--- config.mk ---
export PLATFORM = sky130hd
export DESIGN_NAME = pwr_mode_seq
export DESIGN_NICKNAME = d
export VERILOG_FILES = /design/src/rtl/pms_pkg.sv /design/src/rtl/pms_ctrl.sv /design/src/rtl/pms_dpath.sv /design/src/rtl/pwr_mode_seq.sv
export SDC_FILE = /design/constraint.sdc
export NUM_CORES = 1
export LEC_CHECK = 0
export BUFFER_PORTS_ARGS = -buffer_cell sky130_fd_sc_hd__buf_4
export CAP_MARGIN = 40
export CORE_ASPECT_RATIO = 1.25
export CORE_UTILIZATION = 52
export DETAILED_ROUTE_END_ITERATION = 12
export GPL_TIMING_DRIVEN = 0
export PLACE_DENSITY = 0.84
export SYNTH_ARGS = -nofsm -noshare
export SYNTH_HDL_FRONTEND = slang
export SYNTH_HIERARCHICAL = 1
export SYNTH_SLANG_ARGS = --single-unit
export TNS_END_PERCENT = 20
--- constraint.sdc ---
create_clock -name clk -period 2.45 [get_ports clk]
set_input_delay 0.1225 -clock clk [delete_from_list [all_inputs] [get_ports clk]]
set_output_delay 0.1225 -clock clk [all_outputs]
set_load 0.01 [all_outputs]
--- src/rtl/pms_pkg.sv ---
package pms_pkg;

  typedef enum logic [2:0] {
    MODE_RUN  = 3'd0,
    MODE_SLOW = 3'd1,
    MODE_WFI  = 3'd2,
    MODE_HALT = 3'd3,
    MODE_STOP = 3'd4
  } modeE;

  typedef enum logic [2:0] {
    SQ_RUN  = 3'd0,
    SQ_SLOW = 3'd1,
    SQ_WFI  = 3'd2,
    SQ_HALT = 3'd3,
    SQ_STOP = 3'd4,
    SQ_WAKE = 3'd5
  } seqStateE;

  typedef struct packed {
    logic cntClear;
    logic cntStep;
    logic stableDrop;
    logic stableRise;
  } dpStrobeT;

endpackage

--- src/rtl/pms_ctrl.sv ---
module pms_ctrl
  import pms_pkg::*;
(
  input  logic     clk,
  input  logic     rstN,
  input  logic     reqRun,
  input  logic     reqSlow,
  input  logic     reqWfi,
  input  logic     reqHalt,
  input  logic     reqStop,
  input  logic     irqAck,
  input  logic     wakeUp,
  input  logic     wdogEn,
  input  logic     cntDone,
  output modeE     modeOut,
  output logic     waking,
  output dpStrobeT strobe
);

  seqStateE curState, nxtState;
  logic     prevSlow, nxtPrevSlow;
  logic     activeMode;
  logic     haltOk;

  assign activeMode = (curState == SQ_RUN) || (curState == SQ_SLOW);
  assign haltOk     = reqHalt && !wdogEn;

  always_comb begin
    nxtState    = curState;
    nxtPrevSlow = prevSlow;
    strobe      = '0;
    unique case (curState)
      SQ_RUN, SQ_SLOW: begin
        if (reqStop) begin
          nxtState          = SQ_STOP;
          nxtPrevSlow       = (curState == SQ_SLOW);
          strobe.stableDrop = 1'b1;
        end else if (haltOk) begin
          nxtState = SQ_HALT;
        end else if (reqWfi) begin
          nxtState    = SQ_WFI;
          nxtPrevSlow = (curState == SQ_SLOW);
        end else if (reqSlow) begin
          nxtState = SQ_SLOW;
        end else if (reqRun) begin
          nxtState = SQ_RUN;
        end
      end
      SQ_WFI: begin
        if (irqAck) nxtState = prevSlow ? SQ_SLOW : SQ_RUN;
      end
      SQ_HALT: nxtState = SQ_HALT;
      SQ_STOP: begin
        if (wakeUp) begin
          nxtState        = SQ_WAKE;
          strobe.cntClear = 1'b1;
        end
      end
      SQ_WAKE: begin
        strobe.cntStep = 1'b1;
        if (cntDone) begin
          nxtState          = prevSlow ? SQ_SLOW : SQ_RUN;
          strobe.stableRise = 1'b1;
        end
      end
      default: nxtState = SQ_RUN;
    endcase
  end

  always_ff @(posedge clk or negedge rstN) begin
    if (!rstN) begin
      curState <= SQ_RUN;
      prevSlow <= 1'b0;
    end else begin
      curState <= nxtState;
      prevSlow <= nxtPrevSlow;
    end
  end

  always_comb begin
    unique case (curState)
      SQ_RUN:  modeOut = MODE_RUN;
      SQ_SLOW: modeOut = MODE_SLOW;
      SQ_WFI:  modeOut = MODE_WFI;
      SQ_HALT: modeOut = MODE_HALT;
      default: modeOut = MODE_STOP;
    endcase
  end

  assign waking = (curState == SQ_WAKE);

  AST_HALT_STICKY: assert property (@(posedge clk) disable iff (!rstN)
    (curState == SQ_HALT) |=> (curState == SQ_HALT));

  AST_HALT_VETO: assert property (@(posedge clk) disable iff (!rstN)
    (activeMode && wdogEn && !reqStop) |=> (curState != SQ_HALT));

  AST_WFI_RETURN: assert property (@(posedge clk) disable iff (!rstN)
    (curState == SQ_WFI && irqAck) |=> (curState == (prevSlow ? SQ_SLOW : SQ_RUN)));

  AST_STOP_HOLD: assert property (@(posedge clk) disable iff (!rstN)
    (curState == SQ_STOP && !wakeUp) |=> (curState == SQ_STOP));

  AST_WAKE_ENTRY: assert property (@(posedge clk) disable iff (!rstN)
    (curState == SQ_STOP && wakeUp) |=> (curState == SQ_WAKE));

endmodule

--- src/rtl/pms_dpath.sv ---
module pms_dpath
  import pms_pkg::*;
#(
  parameter int STARTUP_CYC = 4096,
  parameter int DIV_W       = 4
) (
  input  logic             clk,
  input  logic             rstN,
  input  dpStrobeT         strobe,
  input  modeE             modeIn,
  input  logic             waking,
  input  logic             wdogEn,
  input  logic [DIV_W-1:0] slowDiv,
  input  logic [DIV_W-1:0] wfiDiv,
  output logic             cntDone,
  output logic             cpuClkEn,
  output logic             perClkEn,
  output logic             irqClkEn,
  output logic [DIV_W-1:0] clkDivSel,
  output logic             wdogRun,
  output logic             oscStable
);

  localparam int CW = $clog2(STARTUP_CYC + 1);
  localparam logic [CW-1:0] LAST = CW'(STARTUP_CYC - 1);

  logic [CW-1:0] settleCnt;

  assign cntDone = (settleCnt == LAST);

  always_ff @(posedge clk or negedge rstN) begin
    if (!rstN) begin
      settleCnt <= '0;
    end else if (strobe.cntClear) begin
      settleCnt <= '0;
    end else if (strobe.cntStep && !cntDone) begin
      settleCnt <= settleCnt + 1'b1;
    end
  end

  always_ff @(posedge clk or negedge rstN) begin
    if (!rstN) begin
      oscStable <= 1'b1;
    end else if (strobe.stableDrop) begin
      oscStable <= 1'b0;
    end else if (strobe.stableRise) begin
      oscStable <= 1'b1;
    end
  end

  always_comb begin
    cpuClkEn  = 1'b0;
    perClkEn  = 1'b0;
    irqClkEn  = 1'b0;
    clkDivSel = '0;
    unique case (modeIn)
      MODE_RUN: begin
        cpuClkEn = 1'b1;
        perClkEn = 1'b1;
        irqClkEn = 1'b1;
      end
      MODE_SLOW: begin
        cpuClkEn  = 1'b1;
        perClkEn  = 1'b1;
        irqClkEn  = 1'b1;
        clkDivSel = slowDiv;
      end
      MODE_WFI: begin
        irqClkEn  = 1'b1;
        clkDivSel = wfiDiv;
      end
      default: ;
    endcase
  end

  assign wdogRun = wdogEn && (modeIn != MODE_STOP);

  AST_CNT_BOUND: assert property (@(posedge clk) disable iff (!rstN)
    (settleCnt <= LAST));

  AST_NO_CLK_WAKE: assert property (@(posedge clk) disable iff (!rstN)
    waking |-> (!cpuClkEn && !perClkEn && !irqClkEn));

  AST_UNSTABLE_WAKE: assert property (@(posedge clk) disable iff (!rstN)
    waking |-> !oscStable);

  AST_WDOG_FROZEN: assert property (@(posedge clk) disable iff (!rstN)
    waking |-> !wdogRun);

endmodule

--- src/rtl/pwr_mode_seq.sv ---
module pwr_mode_seq
  import pms_pkg::*;
#(
  parameter int STARTUP_CYC = 4096,
  parameter int DIV_W       = 4
) (
  input  logic             clk,
  input  logic             rstN,
  input  logic             reqRun,
  input  logic             reqSlow,
  input  logic             reqWfi,
  input  logic             reqHalt,
  input  logic             reqStop,
  input  logic [DIV_W-1:0] slowDiv,
  input  logic [DIV_W-1:0] wfiDiv,
  input  logic             irqAck,
  input  logic             wakeUp,
  input  logic             wdogEn,
  output logic             cpuClkEn,
  output logic             perClkEn,
  output logic             irqClkEn,
  output logic [DIV_W-1:0] clkDivSel,
  output logic             wdogRun,
  output logic [2:0]       modeCode,
  output logic             startupBusy,
  output logic             oscStable
);

  dpStrobeT strobe;
  modeE     modeNow;
  logic     waking;
  logic     cntDone;

  pms_ctrl u_ctrl (
    .clk     (clk),
    .rstN    (rstN),
    .reqRun  (reqRun),
    .reqSlow (reqSlow),
    .reqWfi  (reqWfi),
    .reqHalt (reqHalt),
    .reqStop (reqStop),
    .irqAck  (irqAck),
    .wakeUp  (wakeUp),
    .wdogEn  (wdogEn),
    .cntDone (cntDone),
    .modeOut (modeNow),
    .waking  (waking),
    .strobe  (strobe)
  );

  pms_dpath #(
    .STARTUP_CYC (STARTUP_CYC),
    .DIV_W       (DIV_W)
  ) u_dpath (
    .clk       (clk),
    .rstN      (rstN),
    .strobe    (strobe),
    .modeIn    (modeNow),
    .waking    (waking),
    .wdogEn    (wdogEn),
    .slowDiv   (slowDiv),
    .wfiDiv    (wfiDiv),
    .cntDone   (cntDone),
    .cpuClkEn  (cpuClkEn),
    .perClkEn  (perClkEn),
    .irqClkEn  (irqClkEn),
    .clkDivSel (clkDivSel),
    .wdogRun   (wdogRun),
    .oscStable (oscStable)
  );

  assign modeCode    = modeNow;
  assign startupBusy = waking;

  AST_STOP_NO_CLK: assert property (@(posedge clk) disable iff (!rstN)
    (modeCode == 3'd4) |-> (!cpuClkEn && !perClkEn && !irqClkEn));

  AST_HALT_NO_CLK: assert property (@(posedge clk) disable iff (!rstN)
    (modeCode == 3'd3) |-> (!cpuClkEn && !perClkEn && !irqClkEn && clkDivSel == '0));

  AST_CODE_RANGE: assert property (@(posedge clk) disable iff (!rstN)
    (modeCode <= 3'd4) && (!startupBusy || modeCode == 3'd4));

endmodule

After elaboration in Yosys (flattened, before gate mapping)
Cells that the tools add are included.

Equal/unequal tests: 14. Add/sub/neg operators: 1. Reductions and logical operators: 15. Multiplexer cells: 28.

Operators with widths (number): two-way mux 13 bit (2); two-way mux 3 bit (8); two-way mux 1 bit (15); case mux 3 bit (5 select lines) (1); adder 13 x 1 -> 13 bit (second input constant) (1); equality test 13 x 12 -> 1 bit (second input constant) (1); case mux 3 bit (4 select lines) (1); equality test 3 x 2 -> 1 bit (second input constant) (3); case mux 4 bit (2 select lines) (1); equality test 3 x 1 -> 1 bit (second input constant) (2); equality test 3 bit (second input constant) (2); zero test 3 bit (2); != test 2 bit (second input constant) (3); != test 6 x 5 -> 1 bit (second input constant) (1); nonzero test 2 bit (3); AND reduction 4 bit (1); OR reduction 2 bit (2); logical AND 1 bit (3); != test 3 bit (second input constant) (1); AND reduction 3 bit (1); OR reduction 3 bit (1); zero test 1 bit (2); != test 2 x 1 -> 1 bit (second input constant) (1).

Logic and storage cells: 62. Register bits after elaboration: 18. Output and inout bits: 13. Input bits: 18.

Logic depth before layout (Yosys ltp)
Depth in word-level cells: 6. Gate-level depth with buffers: 8. Mapped depth without buffers: 7.

Hierarchy
The synthesis kept the hierarchy.

Modules (own cells, without submodules): pms_dpath (area each 858.3 µm², cells each 92, instances 1, seq. area each 351.6 µm²); pms_ctrl (area each 322.8 µm², cells each 40, instances 1, seq. area each 100.1 µm²).

Worst setup path after synthesis
OpenSTA, ideal clock, no wires.

Path type: reg-to-reg. Start: register u_ctrl.curState[1]. End: register u_dpath.settleCnt[9]. Required time: 2.372 ns. Clock period less this slack: 1.883 ns. Slack: 0.567 ns. Cell stages (with the launch flop): 9. Path buffers: 1. Arrival time: 1.805 ns. Library setup time: 0.078 ns. Cells stage by stage: dfrtp_1 > inv_1 > nand2_1 > nor2_1 > buf_4 > and2_1 > nand4_1 > or3_2 > a21oi_1.

RTL lines: from (decl) (line pms_ctrl.sv:20) `seqStateE curState, nxtState;`; from (signal assigned) (line pms_ctrl.sv:75) `curState <= nxtState;`; to (signal assigned) (line pms_dpath.sv:37) `settleCnt <= settleCnt + 1'b1;`; to (decl) (line pms_dpath.sv:27) `logic [CW-1:0] settleCnt;`.

==> results.json <==
{
  "cts-root-buf": "clkbuf_4",
  "hold_slack_ns": 0.05467,
  "ctsHtreeMaxLevel": 1,
  "criticalPathCategory": "reg2reg",
  "finalHoldViolCount": 0,
  "final.min_clock_period_ns": 1.999,
  "cts.sinks": 18,
  "max_cap_violations": 0,
  "die-area_um2": 2467,
  "place.port_buffers": 30,
  "cpLargestDelayFamily": "simple AND/OR/NAND/NOR gates",
  "fmax_mhz": 500.2,
  "totalPowerFinal_uw": 896.1,
  "grt_util_all_layers": 0.2342,
  "drive_above_1_share": 0.2874,
  "slowest_delay_ns": 0.43,
  "first_pass_iters": 4,
  "start_kind": "register",
  "syn_inst": 132,
  "ys_seq_area_frac": 0.3824,
  "hold_path.class": "in2reg",
  "syn-mean-instance-area_um2": 8.948,
  "clockBufferDepth": 2,
  "cts_made_buffers": 3,
  "vias": 1129,
  "crit_chain": "inv_1, nand2_1, nor2_1, buf_4, and2_1, nand4_1, or3_2, a21oi_1",
  "path_max_fanout": 6,
  "worstPathRequired_ns": 2.67,
  "arrival_ns": 2.22,
  "dp_slack_ns": 0.4436,
  "rows": 18,
  "grt-ovfl-total": 0,
  "yosysWarnings": 6,
  "synth_fp_nets": 151,
  "grt_max_degree": 19,
  "vias_per_cell": 5.731,
  "first_global_vias": 1127,
  "core_um2": 2049,
  "worst_slack_ns": 0.4509,
  "detail_route.wl_per_cell_um": 13.49,
  "clk_pin_slew_ns": 0.11,
  "p_per_area_nw_per_um2": 605.4,
  "fin_util": 0.7222,
  "setup_viol": 0,
  "final_nets": 187,
  "drt_iter0_drc": 26,
  "initial_core_util": 0.5763,
  "hpwl_mm": 2.055,
  "place.gp.congestion": 0.7936,
  "worst_pin_slew_ns": 0.5548,
  "ir_worst_vdd_mv": 0.4736,
  "cts_tree": "yes",
  "antenna_cells": 0,
  "drc": 0,
  "leakage_nw": 0.7043,
  "post-route-period-util": 0.8160,
  "slew_headroom": 0.6289,
  "drv_slew": 0,
  "wirelength_mm": 2.658,
  "status": "finished, final reports clean",
  "cpMaxStageDelayCell": "or3_2",
  "ys_ff_latch": 18,
  "worstSetupEndpointType": "register",
  "yosysUniqueCellTypes": 40,
  "die_x_um": 44.63,
  "fill_cells": 152,
  "io_pins": 31,
  "area_growth_pct": 25.32,
  "dieHeight_um": 55.29,
  "ant_nets": 0,
  "finClkSkew_ns": 0.01705,
  "tns_ns": 0,
  "clkLatencyLatePin_ns": 0.29,
  "cp_num_buf_inv": 2,
  "antenna_found_initial": 0,
  "syn_area_um2": 1181,
  "grt_setup_unrepaired": "false",
  "grt_pass1_wl_mm": 4.422
}
==> per-stage QoR <==
step           cell area (µm²)  instances
2_1_floorplan             1181        132
3_3_place_gp              1444        192
3_5_place_dp              1444        192
4_1_cts                   1480        197
5_1_grt                   1480        197
6_report                  1480        197
==> layout make-up <==
class | instances | area (µm²) | area share
plain buffers | 5 | 35.03 | 0.02367
clock buffers | 4 | 26.28 | 0.01775
inverters | 5 | 18.77 | 0.01268
multi-input cells | 104 | 675.6 | 0.4565
flip-flops and latches | 18 | 451.7 | 0.3052
well taps | 30 | 37.54 | 0.02536
repair buffers | 31 | 235.2 | 0.1589
==> cell usage in the layout (no fill, tap or decap), drive strengths merged <==
| master | count |
|---|---|
| a2111oi | 1 |
| a21boi | 1 |
| a21oi | 12 |
| a221oi | 1 |
| a22oi | 4 |
| a311oi | 2 |
| a41oi | 1 |
| and2 | 2 |
| and3 | 2 |
| and4 | 1 |
| buf | 33 |
| clkbuf | 5 |
| dfrtp | 17 |
| dfstp | 1 |
| dlygate4sd1 | 1 |
| dlygate4sd3 | 1 |
| ha | 1 |
| inv | 5 |
| mux2i | 2 |
| nand2 | 8 |
| nand2b | 3 |
| nand3 | 4 |
| nand4 | 3 |
| nand4b | 1 |
| nor2 | 21 |
| nor2b | 2 |
| nor3 | 4 |
| nor3b | 1 |
| nor4 | 1 |
| o21ai | 9 |
| o2bb2ai | 1 |
| o311ai | 1 |
| o31ai | 4 |
| o41ai | 1 |
| or2 | 2 |
| or3 | 4 |
| or4 | 3 |
| xor2 | 1 |
==> cell families after synthesis <==
kind of cell	share of synthesized area
AND/OR/NAND/NOR	0.3157
AO/OA/AOI/OAI	0.2214
flip-flops	0.3824
buffers and inverters	0.04555
multiplexers	0.01695
XOR/XNOR	0.007417
adder cells (fa/ha/maj)	0.01059
==> where the power goes <==
part | total, mW | leakage, nW | internal (mW) | switching [mW]
clock | 0.151 | 0.0150 | 0.0632 | 0.0881
sequential | 0.431 | 0.229 | 0.361 | 0.0703
combinational | 0.313 | 0.461 | 0.144 | 0.169
total | 0.896 | 0.704 | 0.568 | 0.328
==> sequential cells by signal, indices dropped and copies added (netlist names) <==
register / count
u_dpath/oscStable: 1
u_dpath/settleCnt: 13
u_ctrl/prevSlow: 1
u_ctrl/curState: 3
==> worst paths after layout <==
path,slack (ns),cells after the start,from,endpoint
max in group asynchronous,1.93,2,rstN,u_dpath/oscStable
worst max-delay path,0.45,8,u_ctrl/curState[1],u_dpath/settleCnt[9]
worst min register to register,0.49,2,u_dpath/oscStable,u_dpath/oscStable
worst min-delay path,0.05,2,irqAck,u_ctrl/curState[1]
worst max register to register,0.45,8,u_ctrl/curState[1],u_dpath/settleCnt[9]
min in group asynchronous,0.24,2,rstN,u_dpath/settleCnt[0]
==> routing by layer <==
| layer | share of wire | track usage |
|---|---|---|
| met1 | 0.40 | 0.2463 |
| met2 | 0.54 | 0.4454 |
| met3 | 0.046 | 0.03268 |
| met4 | 0.013 | 0.08225 |
| met5 | 0 | 0 |
==> cells in the mapped netlist (all sizes together) <==
library cell  count  area, µm²
o311ai            1      8.760
o41ai             1      27.53
nand2             8      30.03
inv               5      18.77
or3               4      30.03
buf               3      22.52
a311oi            2      17.52
dfstp             1      26.28
dlygate4sd1       1      8.760
a21oi            12      60.06
dfrtp            17      425.4
and2              2      12.51
nand4             3      48.80
nor2             21      78.83
mux2i             2      20.02
nor3b             1      7.510
a41oi             1      8.760
nor2b             2      12.51
nor4              1      6.260
a2111oi           1      8.760
xor2              1      8.760
o2bb2ai           1      8.760
or2               2      15.02
o31ai             4      30.03
and4              1      8.760
a22oi             4      30.03
clkbuf            1      3.750
ha                1      12.51
and3              2      12.51
nand4b            1      23.77
nand3             4      20.02
a221oi            1      8.760
a21boi            1      7.510
nor3              4      25.02
nand2b            3      18.77
o21ai             9      45.04
or4               3      22.52
==> worst reg2reg max path, cell delays in order (launching register included) <==
cell and delay (ns):
dfrtp_1 0.42, inv_1 0.16, nand2_1 0.12, nor2_1 0.16
buf_4 0.18, and2_1 0.15, nand4_1 0.15, or3_2 0.43
a21oi_1 0.17
==> repair_timing <==
action	4_1_cts	5_1_grt
hold buffers	1	0
resized for setup	0	0
hold endpoints to repair	18	0
buffers inserted	0	0
Note: power is estimated with default switching activity, not from simulation.
